`config.mk`:
```
export PLATFORM = sky130hd
export DESIGN_NAME = irq_latch_ctrl
export DESIGN_NICKNAME = d
export VERILOG_FILES = /design/src/rtl/irq_lc_pkg.sv /design/src/rtl/irq_edge_latch.sv /design/src/rtl/irq_prio_pick.sv /design/src/rtl/irq_present.sv /design/src/rtl/irq_latch_ctrl.sv
export SDC_FILE = /design/constraint.sdc
export NUM_CORES = 1
export LEC_CHECK = 0
export BUFFER_PORTS_ARGS = -buffer_cell sky130_fd_sc_hd__buf_2
export CORE_MARGIN = 2
export CORE_UTILIZATION = 35
export CTS_BUF_LIST = sky130_fd_sc_hd__clkbuf_4 sky130_fd_sc_hd__clkbuf_8
export DETAILED_ROUTE_END_ITERATION = 8
export SLEW_MARGIN = 15
export SYNTH_ARGS = -nofsm -noshare
export SYNTH_HDL_FRONTEND = slang
export SYNTH_HIERARCHICAL = 1
export SYNTH_SLANG_ARGS = --single-unit
```
`constraint.sdc`:
```
create_clock -name clk -period 1.95 [get_ports clk]
set_clock_uncertainty 0.1 [all_clocks]
set_input_delay 0 -clock clk [delete_from_list [all_inputs] [get_ports clk]]
set_output_delay 0 -clock clk [all_outputs]
set_load 0.01 [all_outputs]
```
`src/rtl/irq_lc_pkg.sv`:
```
package irq_lc_pkg;
  localparam int NUM_SRC  = 4;
  localparam int IDX_W    = $clog2(NUM_SRC);
  localparam int VEC_W    = 12;
  localparam logic [VEC_W-1:0] VEC_TOP = 12'hFF8;
  localparam int VEC_STEP = 2;

  // option field positions (decoded by the core's register map)
  localparam int OPT_GLOB_BIT = 4;
  localparam int OPT_SYNC_BIT = 5;
  localparam int OPT_LVL_BIT  = 6;

  typedef enum logic [IDX_W-1:0] {
    SRC_TMR2 = 2'd0,
    SRC_SYNC = 2'd1,
    SRC_TMR1 = 2'd2,
    SRC_PWR  = 2'd3
  } src_e;

  // source index i is interrupt number i+1
  function automatic logic [VEC_W-1:0] vec_of(input logic [IDX_W-1:0] idx);
    return VEC_TOP - VEC_W'(VEC_STEP) * (VEC_W'(idx) + VEC_W'(1));
  endfunction
endpackage

```
`src/rtl/irq_edge_latch.sv`:
```
module irq_edge_latch (
  input  logic clk,
  input  logic rst_n,
  input  logic pin_i,
  input  logic en_i,
  input  logic rise_sel_i,
  input  logic clr_i,
  output logic flag_o
);
  logic primed_q;
  logic pin_q;
  logic flag_q;
  logic hit;

  // no edge is seen until one sample has been taken after reset
  assign hit = primed_q & en_i &
               (rise_sel_i ? (~pin_q & pin_i) : (pin_q & ~pin_i));

  always_ff @(posedge clk or negedge rst_n) begin
    if (!rst_n) begin
      primed_q <= 1'b0;
      pin_q    <= 1'b0;
      flag_q   <= 1'b0;
    end else begin
      primed_q <= 1'b1;
      pin_q    <= pin_i;
      if (hit)        flag_q <= 1'b1;   // a new event outranks a clear
      else if (clr_i) flag_q <= 1'b0;
    end
  end

  assign flag_o = flag_q;
endmodule

```
`src/rtl/irq_prio_pick.sv`:
```
module irq_prio_pick #(
  parameter int N  = 4,
  parameter int IW = $clog2(N)
) (
  input  logic [N-1:0]  req_i,
  output logic          any_o,
  output logic [IW-1:0] idx_o
);
  logic [N-1:0] grant;

  for (genvar g = 0; g < N; g++) begin : g_grant
    if (g == 0) begin : g_first
      assign grant[g] = req_i[g];
    end else begin : g_rest
      assign grant[g] = req_i[g] & ~(|req_i[g-1:0]);
    end
  end

  assign any_o = |req_i;

  always_comb begin
    idx_o = '0;
    for (int i = 0; i < N; i++) begin
      if (grant[i]) idx_o = IW'(i);
    end
  end
endmodule

```
`src/rtl/irq_present.sv`:
```
module irq_present #(
  parameter int IW = 2
) (
  input  logic          clk,
  input  logic          rst_n,
  input  logic          any_i,
  input  logic [IW-1:0] idx_i,
  input  logic          ready_i,
  output logic          valid_o,
  output logic [IW-1:0] idx_o,
  output logic          fire_o
);
  logic          vld_q;
  logic [IW-1:0] idx_q;

  always_ff @(posedge clk or negedge rst_n) begin
    if (!rst_n) begin
      vld_q <= 1'b0;
      idx_q <= '0;
    end else if (vld_q) begin
      if (ready_i) vld_q <= 1'b0;   // one idle cycle before re-evaluation
    end else if (any_i) begin
      vld_q <= 1'b1;
      idx_q <= idx_i;
    end
  end

  assign valid_o = vld_q;
  assign idx_o   = idx_q;
  assign fire_o  = vld_q & ready_i;
endmodule

```
`src/rtl/irq_latch_ctrl.sv`:
```
module irq_latch_ctrl
  import irq_lc_pkg::*;
(
  input  logic                            clk,
  input  logic                            rst_n,
  input  logic [OPT_LVL_BIT:OPT_GLOB_BIT] opt_reg,
  input  logic                            t2_req_n,
  input  logic                            t2_mask,
  input  logic                            t1_req_n,
  input  logic                            t1_mask,
  input  logic                            vsync_pin,
  input  logic                            vsync_en,
  input  logic                            pwr_pin,
  input  logic                            pwr_en,
  input  logic                            pwr_rise_sel,
  input  logic                            pwr_latch_clr,
  output logic                            irq_valid,
  input  logic                            irq_ready,
  output logic [VEC_W-1:0]                irq_vector
);
  logic               sync_flag;
  logic               pwr_latch;
  logic               sync_int;
  logic               fire;
  logic [IDX_W-1:0]   held_idx;
  logic [IDX_W-1:0]   win_idx;
  logic               win_any;
  logic [NUM_SRC-1:0] src_raw;
  logic [NUM_SRC-1:0] src_live;

  // internal sync signal is the pin inverted; edge select acts on it
  assign sync_int = ~vsync_pin;

  irq_edge_latch u_sync (
    .clk        (clk),
    .rst_n      (rst_n),
    .pin_i      (sync_int),
    .en_i       (vsync_en),
    .rise_sel_i (opt_reg[OPT_SYNC_BIT]),
    .clr_i      (fire && (held_idx == SRC_SYNC)),
    .flag_o     (sync_flag)
  );

  irq_edge_latch u_pwr (
    .clk        (clk),
    .rst_n      (rst_n),
    .pin_i      (pwr_pin),
    .en_i       (pwr_en),
    .rise_sel_i (pwr_rise_sel),
    .clr_i      (pwr_latch_clr),
    .flag_o     (pwr_latch)
  );

  assign src_raw[SRC_TMR2] = ~t2_req_n & t2_mask & opt_reg[OPT_LVL_BIT];
  assign src_raw[SRC_SYNC] = sync_flag;
  assign src_raw[SRC_TMR1] = ~t1_req_n & t1_mask;
  assign src_raw[SRC_PWR]  = pwr_en & pwr_latch;   // power line reads inactive when disabled

  assign src_live = src_raw & {NUM_SRC{opt_reg[OPT_GLOB_BIT]}};

  irq_prio_pick #(.N(NUM_SRC), .IW(IDX_W)) u_pick (
    .req_i (src_live),
    .any_o (win_any),
    .idx_o (win_idx)
  );

  irq_present #(.IW(IDX_W)) u_out (
    .clk     (clk),
    .rst_n   (rst_n),
    .any_i   (win_any),
    .idx_i   (win_idx),
    .ready_i (irq_ready),
    .valid_o (irq_valid),
    .idx_o   (held_idx),
    .fire_o  (fire)
  );

  assign irq_vector = vec_of(held_idx);
endmodule

```
=== Word-level counts from Yosys, hierarchy flattened ===
Cells that the tools add are included.

* Memories kept: 0
* Bits in read-only memories: 0
* Logic and storage cells: 56
* Input bits: 16
* Output and inout bits: 13
* RAM bits: 0
* Bits in registers: 8
* Latch bits: 0

* $mul: 0
* Equal/unequal tests: 1
* Reductions and logical operators: 7
* Shifts and indexed selects: 0
* $lt $le $gt $ge: 0
* Multiplexer cells: 12
* Bitwise logic cells: 27
* Div/mod/pow operators: 0
* $add $sub $neg: 2

{| class="wikitable"
|+ Operators with widths
! cell !! number
|-
| AND 1 bit || 16
|-
| 2-to-1 mux 1 bit || 10
|-
| inverter 1 bit || 10
|-
| subtractor 4 x 5 -> 6 bit (first input constant) || 1
|-
| AND 4 bit || 1
|-
| 2-to-1 mux 2 bit || 2
|-
| nonzero test 2 bit || 2
|-
| OR reduction 4 bit || 1
|-
| adder 2 x 1 -> 3 bit (second input constant) || 1
|-
| OR reduction 3 bit || 1
|-
| equality test 2 x 1 -> 1 bit (second input constant) || 1
|-
| AND reduction 2 bit || 1
|-
| OR reduction 2 bit || 1
|-
| logical AND 1 bit || 1
|}

=== Logic depth before layout (Yosys ltp) ===
Gate-level depths: netlist of run 1.

* Depth in word-level cells: 9
* Depth in mapped cells: 5

=== Modules after synthesis ===
The synthesis of run 1 kept the hierarchy.

{| class="wikitable"
|+ Modules (own cells, without submodules)
! module !! instances !! cells each !! area an instance (um2)
|-
| irq_edge_latch || 2 || 9 || 110.1
|-
| irq_latch_ctrl || 1 || 24 || 180.2
|-
| irq_present || 1 || 9 || 133.9
|-
| irq_prio_pick || 1 || 7 || 35.0
|}

=== Least setup slack after synthesis of run 1 ===
OpenSTA, ideal clock, no wires.

* Path type: reg-to-reg
* Start point: register u_pwr.flag_q, in the netlist u_pwr/flag_o
* End point: register u_out.idx_q[0], in the netlist u_out/idx_o[0]
* Setup slack: 0.569 ns
* Setup time: 0.125 ns
* Cell stages (with the launch flop): 6
* Buffers on the path: 0
* Data arrival time: 1.155 ns
* Cells stage by stage: dfrtp_1 -> and3_2 -> nor2_1 -> nand2_1 -> nor2b_4 -> mux2_4

* Longest elaborated chain between the ends: 4
* Elaborated cells on any way between the ends: 6
* Classes of those cells: mux: 1; bitwise: 3; reduce/logical: 2

{| class="wikitable"
|+ RTL lines
! element !! RTL line !! RTL
|-
| start, declared || irq_edge_latch.sv:12 || <nowiki>logic flag_q;</nowiki>
|-
| start signal, assigned || irq_edge_latch.sv:23 || <nowiki>flag_q <= 1'b0;</nowiki>
|-
| start signal, assigned || irq_edge_latch.sv:27 || <nowiki>if (hit) flag_q <= 1'b1;</nowiki>
|-
| start signal, assigned || irq_edge_latch.sv:28 || <nowiki>else if (clr_i) flag_q <= 1'b0;</nowiki>
|-
| AND 1 bit || irq_latch_ctrl.sv:57 || <nowiki>assign src_raw[SRC_PWR] = pwr_en & pwr_latch;</nowiki>
|-
| AND 4 bit || irq_latch_ctrl.sv:59 || <nowiki>assign src_live = src_raw & {NUM_SRC{opt_reg[OPT_GLOB_BIT]}};</nowiki>
|-
| net src_live[3] || irq_latch_ctrl.sv:29 || <nowiki>logic [NUM_SRC-1:0] src_live;</nowiki>
|-
| OR reduction 4 bit || irq_prio_pick.sv:19 || <nowiki>assign any_o = |req_i;</nowiki>
|-
| net win_any || irq_latch_ctrl.sv:27 || <nowiki>logic win_any;</nowiki>
|-
| AND reduction 2 bit (no line) || -- ||
|-
| end signal, assigned || irq_present.sv:24 || <nowiki>idx_q <= idx_i;</nowiki>
|-
| end, declared || irq_present.sv:14 || <nowiki>logic [IW-1:0] idx_q;</nowiki>
|}

The timed path passes the listed nets, and every way through them passes these cells.
A chain may end at the register's enable or synchronous reset.

=== Final worst setup path of run 1 ===
* Start point: input port pwr_pin
* End point: register u_pwr.flag_q, in the netlist u_pwr/flag_o

* Longest elaborated chain between the ends: 5
* Elaborated cells on any way between the ends: 7
* Classes of those cells: mux: 2; bitwise: 4; reduce/logical: 1

{| class="wikitable"
|+ RTL lines
! element !! RTL line !! RTL
|-
| start, declared || irq_latch_ctrl.sv:13 || <nowiki>input logic pwr_pin,</nowiki>
|-
| inverter 1 bit || irq_edge_latch.sv:17 || <nowiki>(rise_sel_i ? (~pin_q & pin_i) : (pin_q & ~pin_i));</nowiki>
|-
| AND 1 bit || irq_edge_latch.sv:17 ||
|-
| 2-to-1 mux 1 bit * || irq_edge_latch.sv:17 ||
|-
| AND 1 bit * || irq_edge_latch.sv:16 || <nowiki>assign hit = primed_q & en_i &</nowiki>
|-
| 2-to-1 mux 1 bit / nonzero test 2 bit (equally long branches) || -- ||
|}

Every way passes the cells marked *; elsewhere a longest branch is shown, timed or not.

==> impl_metrics.env, run 1 <==
export IMPL_cts_tree="built"
export IMPL_setup_violations=0
export IMPL_yosys_area_top_type="dfrtp_1"
export IMPL_ys_seq_area_frac=0.396
export IMPL_p_switching_uw=239
export IMPL_ant_nets=0
export IMPL_seqPwrFrac=0.390
export IMPL_grt_max_degree=10
export IMPL_area_growth_syn_to_layout_pct=30.5
export IMPL_vias=436
export IMPL_crit_path_end_kind="register"
export IMPL_placed_area_um2=643
export IMPL_die_height_um=44.3
export IMPL_grt_pass1_wl_um=1410
export IMPL_internal_power_uw=485
export IMPL_clk_latency_ns=0.25
export IMPL_grt_pass1_vias=399
export IMPL_firstDrtPassIters=1
export IMPL_yosysUniqueCellTypes=20
export IMPL_ioPinCount=29
export IMPL_fin_nets=106
export IMPL_core_area_mm2=0.00152
export IMPL_via_per_inst=4.27
export IMPL_comb_power_share=0.397
export IMPL_r2r_setup_slack_ns=0.40
export IMPL_netlist_area_leader_share=0.396
export IMPL_peakVddDrop_v=0.000448
export IMPL_routed_wirelength_um=874
export IMPL_maxCapViolCount=0
export IMPL_timing_fmax_mhz=634
export IMPL_hold_violations=0
export IMPL_status="finished clean"
export IMPL_ys_top_cells_by_area="dfrtp_1, buf_4, ha_1"
export IMPL_cellLeakagePower_uw=0.000406
export IMPL_cts_setup_buffers=0
export IMPL_numCtsBuffers=3
export IMPL_fin_util=0.488
export IMPL_drc_errors=0
export IMPL_worst_r2r_endpoint="u_pwr/flag_o"
export IMPL_antenna_found_initial=0
export IMPL_cts_hold_buffers=7
export IMPL_setup_tns_final_ns=0
export IMPL_start_util=0.374
export IMPL_crit_path_start="pwr_pin"
export IMPL_cp_required_ns=2.04
export IMPL_arrival_ns=1.67
export IMPL_r2r_cells=4
export IMPL_crit_end="u_pwr/flag_o"
export IMPL_clk_pin_slew_worst_paths_ns=0.06
export IMPL_min_path_type="in2async"
export IMPL_htree_levels=1
export IMPL_yosys_warnings=6
export IMPL_ys_ff_latch=9
export IMPL_place_detailed_hpwl_um=725
export IMPL_syn_area_per_cell_um2=9.82
export IMPL_path_max_fanout=3
export IMPL_cts_resized=0
export IMPL_syn_cell_area_um2=569
export IMPL_n_fill_cell=151
export IMPL_worstSetupPathType="in2reg"
export IMPL_finalCritPeriodShare=0.809
export IMPL_powerDensity_mw_per_mm2=975
export IMPL_report_final_slew_viol_count=0
export IMPL_syn_inst=58
export IMPL_final_area_um2=743
export IMPL_wl_per_cell_um=8.57
export IMPL_timing_final_crit_period_ns=1.58
export IMPL_rsz0062_at_grt="false"
export IMPL_dr_first_iter_drc_count=0
export IMPL_fp_dieW_um=44.3
export IMPL_numClockSinks=9
export IMPL_gp_congestion=0.744
export IMPL_cts_max_path_buffers=2
export IMPL_pwr_share_clk=0.213
export IMPL_drive_above_1_share=0.384
export IMPL_start_kind="input pin"
export IMPL_grtUsageTotal=0.0986
export IMPL_holdWs_ns=0.0249
export IMPL_cts_root_buf="clkbuf_4"
export IMPL_gr_total_overflow=0
export IMPL_die_area_mm2=0.00197
export IMPL_num_rows=14
export IMPL_antenna_cells=0
export IMPL_rr_startpoint="u_pwr/pin_q"
export IMPL_portBuffers=19
export IMPL_swShare=0.331
-- layout make-up --
class	instances	area, um^2	share of cell area
Timing Repair Buffer	26	165	0.222
Clock buffer	4	30.0	0.0404
Sequential cell	9	225	0.303
Multi-Input combinational cell	41	280	0.377
Tap cell	16	20.0	0.0269
Inverter	6	22.5	0.0303
-- placed cells by master (no fill, tap or decap), drive strengths merged --
| cell | instances |
|---|---|
| and2 | 3 |
| and3 | 1 |
| a21oi | 1 |
| conb | 11 |
| and4b | 1 |
| buf | 19 |
| nor2 | 4 |
| xor2 | 1 |
| dlygate4sd3 | 7 |
| o22ai | 2 |
| a32o | 2 |
| nand2b | 4 |
| dfrtp | 9 |
| nand2 | 3 |
| nor3 | 1 |
| inv | 6 |
| nor2b | 1 |
| and3b | 1 |
| clkbuf | 4 |
| ha | 3 |
| mux2 | 2 |
-- logic make-up after synthesis --
kind of cell,share of synthesized area
adder cells (fa/ha/maj),0.0659
buffers and inverters,0.158
AND/OR/NAND/NOR,0.209
AO/OA/AOI/OAI,0.0769
other,0.0264
XOR/XNOR,0.0154
multiplexers,0.0527
flip-flops,0.396
-- state kept, by name, summed over array words and instances (netlist names) --
register and cells:
u_sync/flag_o 1, u_pwr/primed_q 1, u_out/idx_o 2, u_pwr/pin_q 1
u_sync/primed_q 1, u_sync/pin_q 1, u_pwr/flag_o 1, u_out/valid_o 1
-- routing by layer --
| layer | part of all wire | GRT usage | routed length (um) | up-vias |
|---|---|---|---|---|
| met5 | 0 | 0 | 0 | - |
| met4 | 0.019 | 0.0545 | 17 | 0 |
| met3 | 0.079 | 0.0245 | 69 | 2 |
| met2 | 0.48 | 0.168 | 416 | 21 |
| met1 | 0.42 | 0.113 | 371 | 193 |
| li1 | - | - | - | 220 |
-- power groups by stage --
stage	combinational [uW]	clock [uW]	sequential [uW]
after CTS	292	159	285
after global placement	268	0	287
after detailed placement	281	0	289
after global routing	327	170	294
after floorplan	200	0	282
final	287	154	283
-- synthesized netlist by cell type --
cell / n
conb_1: 4
ha_1: 3
nor2b_4: 1
xor2_1: 1
inv_1: 6
a32o_2: 2
nor3_1: 1
nand2b_1: 4
buf_4: 9
and3b_2: 1
and2_1: 1
dfrtp_1: 9
nor2_1: 4
and3_2: 1
and4b_1: 1
o22ai_1: 2
and2_2: 2
nand2_1: 3
a21oi_2: 1
mux2_4: 2
-- how the worst min path moves through the flow --
stage / to / slack, ns / depth (start not counted) / startpoint
2_1_floorplan: u_out/idx_o[0] / -0.40 / 0 / rst_n
3_3_place_gp: u_pwr/flag_o / -0.24 / 1 / rst_n
3_5_place_dp: u_pwr/flag_o / -0.24 / 1 / rst_n
4_1_cts: u_out/valid_o / 0.02 / 2 / rst_n
5_1_grt: u_sync/primed_q / 0.03 / 2 / rst_n
6_report: u_pwr/primed_q / 0.02 / 2 / rst_n
-- per-stage QoR --
| step | total power (uW) | setup slack [ns] | cells |
|---|---|---|---|
| 3_5_place_dp | 570 | 0.518 | 91 |
| 3_3_place_gp | 555 | 0.544 | 91 |
| 2_1_floorplan | 482 | 0.569 | 65 |
| 6_report | 724 | 0.372 | 102 |
| 4_1_cts | 736 | 0.385 | 102 |
| 5_1_grt | 792 | 0.334 | 102 |
-- critical path: stages --
cell and delay (ns):
dlygate4sd3_1 0.53, buf_2 0.13, nand2b_1 0.13, o22ai_1 0.16, a32o_2 0.18, dlygate4sd3_1 0.54
Power figures use the tool's default switching activity.
==> run 2: changes to the inputs <==
--- a/config.mk
+++ b/config.mk
@@ -5,11 +5,14 @@
 export SDC_FILE = /design/constraint.sdc
 export NUM_CORES = 1
 export LEC_CHECK = 0
+export ABC_AREA = 1
 export BUFFER_PORTS_ARGS = -buffer_cell sky130_fd_sc_hd__buf_2
+export CORE_ASPECT_RATIO = 0.75
 export CORE_MARGIN = 2
 export CORE_UTILIZATION = 35
 export CTS_BUF_LIST = sky130_fd_sc_hd__clkbuf_4 sky130_fd_sc_hd__clkbuf_8
 export DETAILED_ROUTE_END_ITERATION = 8
+export PLACE_DENSITY = 0.65
 export SLEW_MARGIN = 15
 export SYNTH_ARGS = -nofsm -noshare
 export SYNTH_HDL_FRONTEND = slang
==> constraint.sdc (replaced) <==
create_clock -name clk -period 1.45 [get_ports clk]
set_clock_uncertainty 0.1 [all_clocks]
set_input_delay 0 -clock clk [delete_from_list [all_inputs] [get_ports clk]]
set_output_delay 0 -clock clk [all_outputs]
set_load 0.01 [all_outputs]
==> impl_metrics.env, run 2 <==
export IMPL_drc_errors=0
export IMPL_dpl_worst_slack_ns=0.298
export IMPL_setup_violations=0
export IMPL_grt_pass1_wl_um=1580
export IMPL_cp_required_ns=1.51
export IMPL_antenna_found_initial=0
export IMPL_dp_cells=132
export IMPL_status="finished clean"
export IMPL_antenna_cells=0
export IMPL_fin_nets=144
export IMPL_ioPinCount=29
export IMPL_portBuffers=19
export IMPL_numCtsBuffers=3
export IMPL_crit_path_end_kind="register"
export IMPL_grt_pass1_vias=420
export IMPL_finalCritPeriodShare=0.968
export IMPL_worst_r2r_endpoint="u_sync/flag_o"
export IMPL_setup_slack_ns=0.0460
export IMPL_min_path_type="in2async"
export IMPL_mostFrequentLayoutCells="nand2_1, inv_1, buf_2"
export IMPL_start_kind="input pin"
export IMPL_syn_cell_area_um2=624
export IMPL_netlist_area_leader_share=0.361
export IMPL_maxCapViolCount=0
export IMPL_async_flop_share=1.00
export IMPL_vias=571
export IMPL_report_final_slew_viol_count=0
export IMPL_num_rows=13
export IMPL_die_area_mm2=0.00214
export IMPL_gr_total_overflow=0
export IMPL_setup_tns_final_ns=0
export IMPL_clk_pin_slew_worst_paths_ns=0.07
export IMPL_hold_violations=0
export IMPL_path_cells="dlygate4sd3_1 -> buf_2 -> inv_2 -> inv_1 -> nand2_1 -> nand2_1 -> nand3_1 -> dlygate4sd3_1 -> nand2_1"
export IMPL_syn_area_per_cell_um2=6.71
export IMPL_core_area_mm2=0.00171
export IMPL_fp_dieW_um=52.8
export IMPL_yosys_warnings=6
export IMPL_area_growth_syn_to_layout_pct=32.9
export IMPL_via_per_inst=3.91
export IMPL_htree_levels=1
export IMPL_numClockSinks=9
export IMPL_synth_top_flop_cell="dfrtp_1"
export IMPL_die_height_um=40.6
export IMPL_timing_fmax_mhz=712
export IMPL_grtUsageTotal=0.114
export IMPL_start_util=0.366
export IMPL_firstDrtPassIters=4
export IMPL_yosysMostFrequentCell="nand2_1"
export IMPL_rr_startpoint="u_sync/pin_q"
export IMPL_drive_above_1_share=0.282
export IMPL_path_max_fanout=3
export IMPL_routed_wirelength_um=1040
export IMPL_cp_slowest_cell="dlygate4sd3_1"
export IMPL_r2r_setup_slack_ns=0.10
export IMPL_ys_seq_area_frac=0.361
export IMPL_rsz0062_at_grt="false"
export IMPL_cellLeakagePower_uw=0.000523
export IMPL_largest_reg_flops=2
export IMPL_clk_latency_ns=0.27
export IMPL_wl_per_cell_um=7.12
export IMPL_peakVddDrop_v=0.000680
export IMPL_r2r_cells=6
export IMPL_worstSetupPathType="in2reg"
export IMPL_cts_tree="built"
export IMPL_grt_max_degree=10
export IMPL_final_common_cell="nand2_1"
export IMPL_stdcell_count=146
export IMPL_yosys_area_top_type="dfrtp_1"
export IMPL_ys_top_cells_by_area="dfrtp_1, nand2_1, inv_1"
export IMPL_syn_inst=93
export IMPL_dr_first_iter_drc_count=19
export IMPL_yosysUniqueCellTypes=13
export IMPL_netlist_top_cells_count="nand2_1, inv_1, buf_4, dfrtp_1"
export IMPL_gp_congestion=0.803
export IMPL_cts_max_path_buffers=2
export IMPL_fin_util=0.486
export IMPL_ys_ff_latch=9
export IMPL_powerDensity_mw_per_mm2=1120
export IMPL_ant_nets=0
export IMPL_synth_edf_count=0
export IMPL_timing_final_crit_period_ns=1.40
export IMPL_arrival_ns=1.47
export IMPL_critPathMaxStageDelay_ns=0.54
export IMPL_place_detailed_hpwl_um=807
export IMPL_cts_root_buf="clkbuf_4"
export IMPL_path_common_cell="nand2_1"
-- run 2: cell families (layout without fill, tap and decap cells) --
| logic type | Yosys count | in the layout | share of synthesized area |
|---|---|---|---|
| other cells | 4 | 11 | 0.0240 |
| compound gates | 3 | 3 | 0.0361 |
| fa+ha+maj | 3 | 3 | 0.0601 |
| buf+inv | 34 | 58 | 0.259 |
| flops | 9 | 9 | 0.361 |
| simple gates | 40 | 40 | 0.261 |
-- run 2: final cells by class --
cell class,instances,area [um^2]
fill,187,878
multi-input combinational,57,264
sequential,9,226
timing repair buffer,29,190
inverter,25,93.8
tap,22,27.5
clock buffer,3,22.5
clock inverter,1,5.00
-- run 2: worst max path at each step --
stage                         from              to  cells after the start
global placement      u_pwr/flag_o  u_out/idx_o[0]                      7
global route        u_out/idx_o[0]   irq_vector[2]                      5
floorplan             u_pwr/flag_o  u_out/idx_o[0]                      7
detailed placement  u_out/idx_o[0]   irq_vector[2]                      5
finish                   vsync_pin   u_sync/flag_o                      9
CTS                 u_out/idx_o[0]   irq_vector[2]                      5
-- run 2: per-stage QoR --
stage | instance area [um^2] | total power (uW) | hold WS [ns]
floorplan | 651 | 597 | -0.396
global placement | 706 | 679 | -0.238
detailed placement | 706 | 698 | -0.234
CTS | 813 | 914 | 0.0136
global route | 830 | 1030 | 0.0189
finish | 830 | 931 | 0.0175
-- run 2: timing repair --
| item | CTS | global route |
|---|---|---|
| hold buffers | 8 | 0 |
| setup buffers | 0 | 2 |
| resized for setup | 0 | 2 |
| setup endpoints to repair | 0 | 2 |
| hold endpoints to repair | 14 | 0 |
-- run 2: report_power, final --
part	switching, uW	internal (uW)	total, uW
Combinational	219	173	393
Sequential	36.7	308	345
Clock	91.1	102	193
-- run 2: critical path: cells and delay by family --
family | cells | cell delay, ns
buffers and inverters | 5 | 1.27
AND/OR/NAND/NOR | 4 | 0.18
-- run 2: routing by layer --
layer	vias up	global-route usage	routed length, um
met5	-	0	0
met3	3	0.0784	113
met2	23	0.194	497
li1	303	-	-
met1	242	0.108	420
met4	0	0.0577	8
==> run 3: changes to the inputs <==
--- a/config.mk
+++ b/config.mk
@@ -12,7 +12,6 @@
 export CORE_UTILIZATION = 35
 export CTS_BUF_LIST = sky130_fd_sc_hd__clkbuf_4 sky130_fd_sc_hd__clkbuf_8
 export DETAILED_ROUTE_END_ITERATION = 8
-export PLACE_DENSITY = 0.65
 export SLEW_MARGIN = 15
 export SYNTH_ARGS = -nofsm -noshare
 export SYNTH_HDL_FRONTEND = slang
==> constraint.sdc (replaced) <==
create_clock -name clk -period 1.32 [get_ports clk]
set_clock_uncertainty 0.1 [all_clocks]
set_input_delay 0 -clock clk [delete_from_list [all_inputs] [get_ports clk]]
set_output_delay 0 -clock clk [all_outputs]
set_load 0.01 [all_outputs]
==> impl_metrics.env, run 3 (synthesis gave the netlist of run 2 again) <==
export IMPL_timing_final_crit_period_ns=1.29
export IMPL_ant_nets=0
export IMPL_start_util=0.366
export IMPL_maxCapViolCount=0
export IMPL_drive_above_1_share=0.304
export IMPL_cts_max_path_buffers=2
export IMPL_routed_wirelength_um=1150
export IMPL_die_height_um=40.6
export IMPL_report_final_slew_viol_count=0
export IMPL_finalPower_uw=1110
export IMPL_cts_root_buf="clkbuf_4"
export IMPL_crit_end="irq_vector[2]"
export IMPL_fp_dieW_um=52.8
export IMPL_grt_pass1_wl_um=1680
export IMPL_cts_tree="built"
export IMPL_start_kind="register"
export IMPL_rr_startpoint="u_pwr/flag_o"
export IMPL_min_path_type="in2async"
export IMPL_final_common_cell="nand2_1"
export IMPL_path_max_fanout=2
export IMPL_numClockSinks=9
export IMPL_dr_first_iter_drc_count=3
export IMPL_die_area_mm2=0.00214
export IMPL_ioPinCount=29
export IMPL_via_per_inst=3.86
export IMPL_grtUsageTotal=0.122
export IMPL_status="finished clean"
export IMPL_antenna_found_initial=0
export IMPL_grt_pass1_vias=425
export IMPL_cp_required_ns=1.22
export IMPL_vias=568
export IMPL_crit_path_start="u_out/idx_o[0]"
export IMPL_n_fill_cell=184
export IMPL_setup_violations=0
export IMPL_clk_pin_slew_worst_paths_ns=0.06
export IMPL_drc_errors=0
export IMPL_core_area_mm2=0.00171
export IMPL_stdcell_count=147
export IMPL_gp_congestion=0.690
export IMPL_clk_latency_ns=0.26
export IMPL_firstDrtPassIters=4
export IMPL_place_detailed_hpwl_um=813
export IMPL_rsz0062_at_grt="true"
export IMPL_numCtsBuffers=3
export IMPL_grt_max_degree=10
export IMPL_mostFrequentLayoutCells="nand2_1, inv_1, buf_2"
export IMPL_r2r_cells=7
export IMPL_multi_input_area_um2=289
export IMPL_holdWs_ns=0.0128
export IMPL_wl_per_cell_um=7.80
export IMPL_cellLeakagePower_uw=0.000527
export IMPL_seq_area_um2=226
export IMPL_num_rows=13
export IMPL_r2r_setup_slack_ns=0.16
export IMPL_largest_reg_flops=2
export IMPL_antenna_cells=0
export IMPL_portBuffers=19
export IMPL_arrival_ns=1.19
export IMPL_setup_slack_ns=0.0270
export IMPL_peakVddDrop_v=0.000779
export IMPL_dpl_worst_slack_ns=0.166
export IMPL_hold_violations=0
export IMPL_fin_nets=145
export IMPL_worstSetupPathType="reg2out"
export IMPL_powerDensity_mw_per_mm2=1270
export IMPL_htree_levels=1
export IMPL_crit_path_end_kind="output port"
export IMPL_area_growth_syn_to_layout_pct=39.5
export IMPL_timing_fmax_mhz=773
export IMPL_finalCritPeriodShare=0.980
export IMPL_worst_r2r_endpoint="u_out/idx_o[0]"
export IMPL_gr_total_overflow=0
export IMPL_dp_cells=132
## run 3: cell types whose count changed in the layout (fill, tap and decap cells not counted)
cell	change
ha_1	-2
ha_4	+2
buf_4	-1
buf_6	+1
clkbuf_4	+1
clkinv_2	-1
dlygate4sd3_1	+1
inv_1	-1
inv_2	+1
## run 3: layout make-up
class,count,area share
Multi-Input combinational cell,57,0.332
Sequential cell,9,0.260
Timing Repair Buffer,30,0.234
Inverter,25,0.108
Clock buffer,4,0.0345
Tap cell,22,0.0316
## run 3: what timing repair did
action,4_1_cts,5_1_grt
endpoints found under the setup margin,1,3
gates resized for setup,1,6
setup buffers,2,0
pin swaps,0,2
hold endpoints to repair,14,0
hold buffers,9,0
## run 3: worst min path at each step
stage / end / cells past startpoint / slack (ns) / start
after global placement: u_sync/pin_q / 1 / -0.24 / rst_n
after global routing: u_sync/pin_q / 2 / 0.02 / rst_n
after detailed placement: u_sync/pin_q / 1 / -0.23 / rst_n
final: u_sync/pin_q / 2 / 0.01 / rst_n
after CTS: u_sync/pin_q / 2 / 0.01 / rst_n
after floorplan: u_out/idx_o[0] / 0 / -0.40 / rst_n
## run 3: power breakdown
part | switching (uW) | leakage, uW | internal (uW)
combinational | 268 | 0.000401 | 224
sequential | 42.8 | 0.000108 | 339
clock | 97.0 | 0.0000184 | 137
total | 408 | 0.000527 | 700
## run 3: worst max-delay path: stages, from the launching register on
cell     delay (ns)
dfrtp_2        0.42
ha_4           0.28
inv_2          0.03
nand2_1        0.04
nand2_1        0.04
buf_2          0.13
## run 3: routing by layer
| metal | part of all wire | up-vias | global-route usage |
|---|---|---|---|
| li1 | - | 304 | - |
| met1 | 0.42 | 246 | 0.109 |
| met2 | 0.51 | 16 | 0.231 |
| met3 | 0.062 | 2 | 0.0672 |
| met4 | 0.0070 | 0 | 0.0577 |
| met5 | 0 | - | 0 |
## run 3: per-stage QoR
stage	area, um^2	TNS, ns	util
floorplan	651	0	-
global placement	706	0	0.413
detailed placement	706	0	0.413
CTS	842	-0.0199	0.493
global route	871	-0.0531	0.510
finish	871	0	0.510
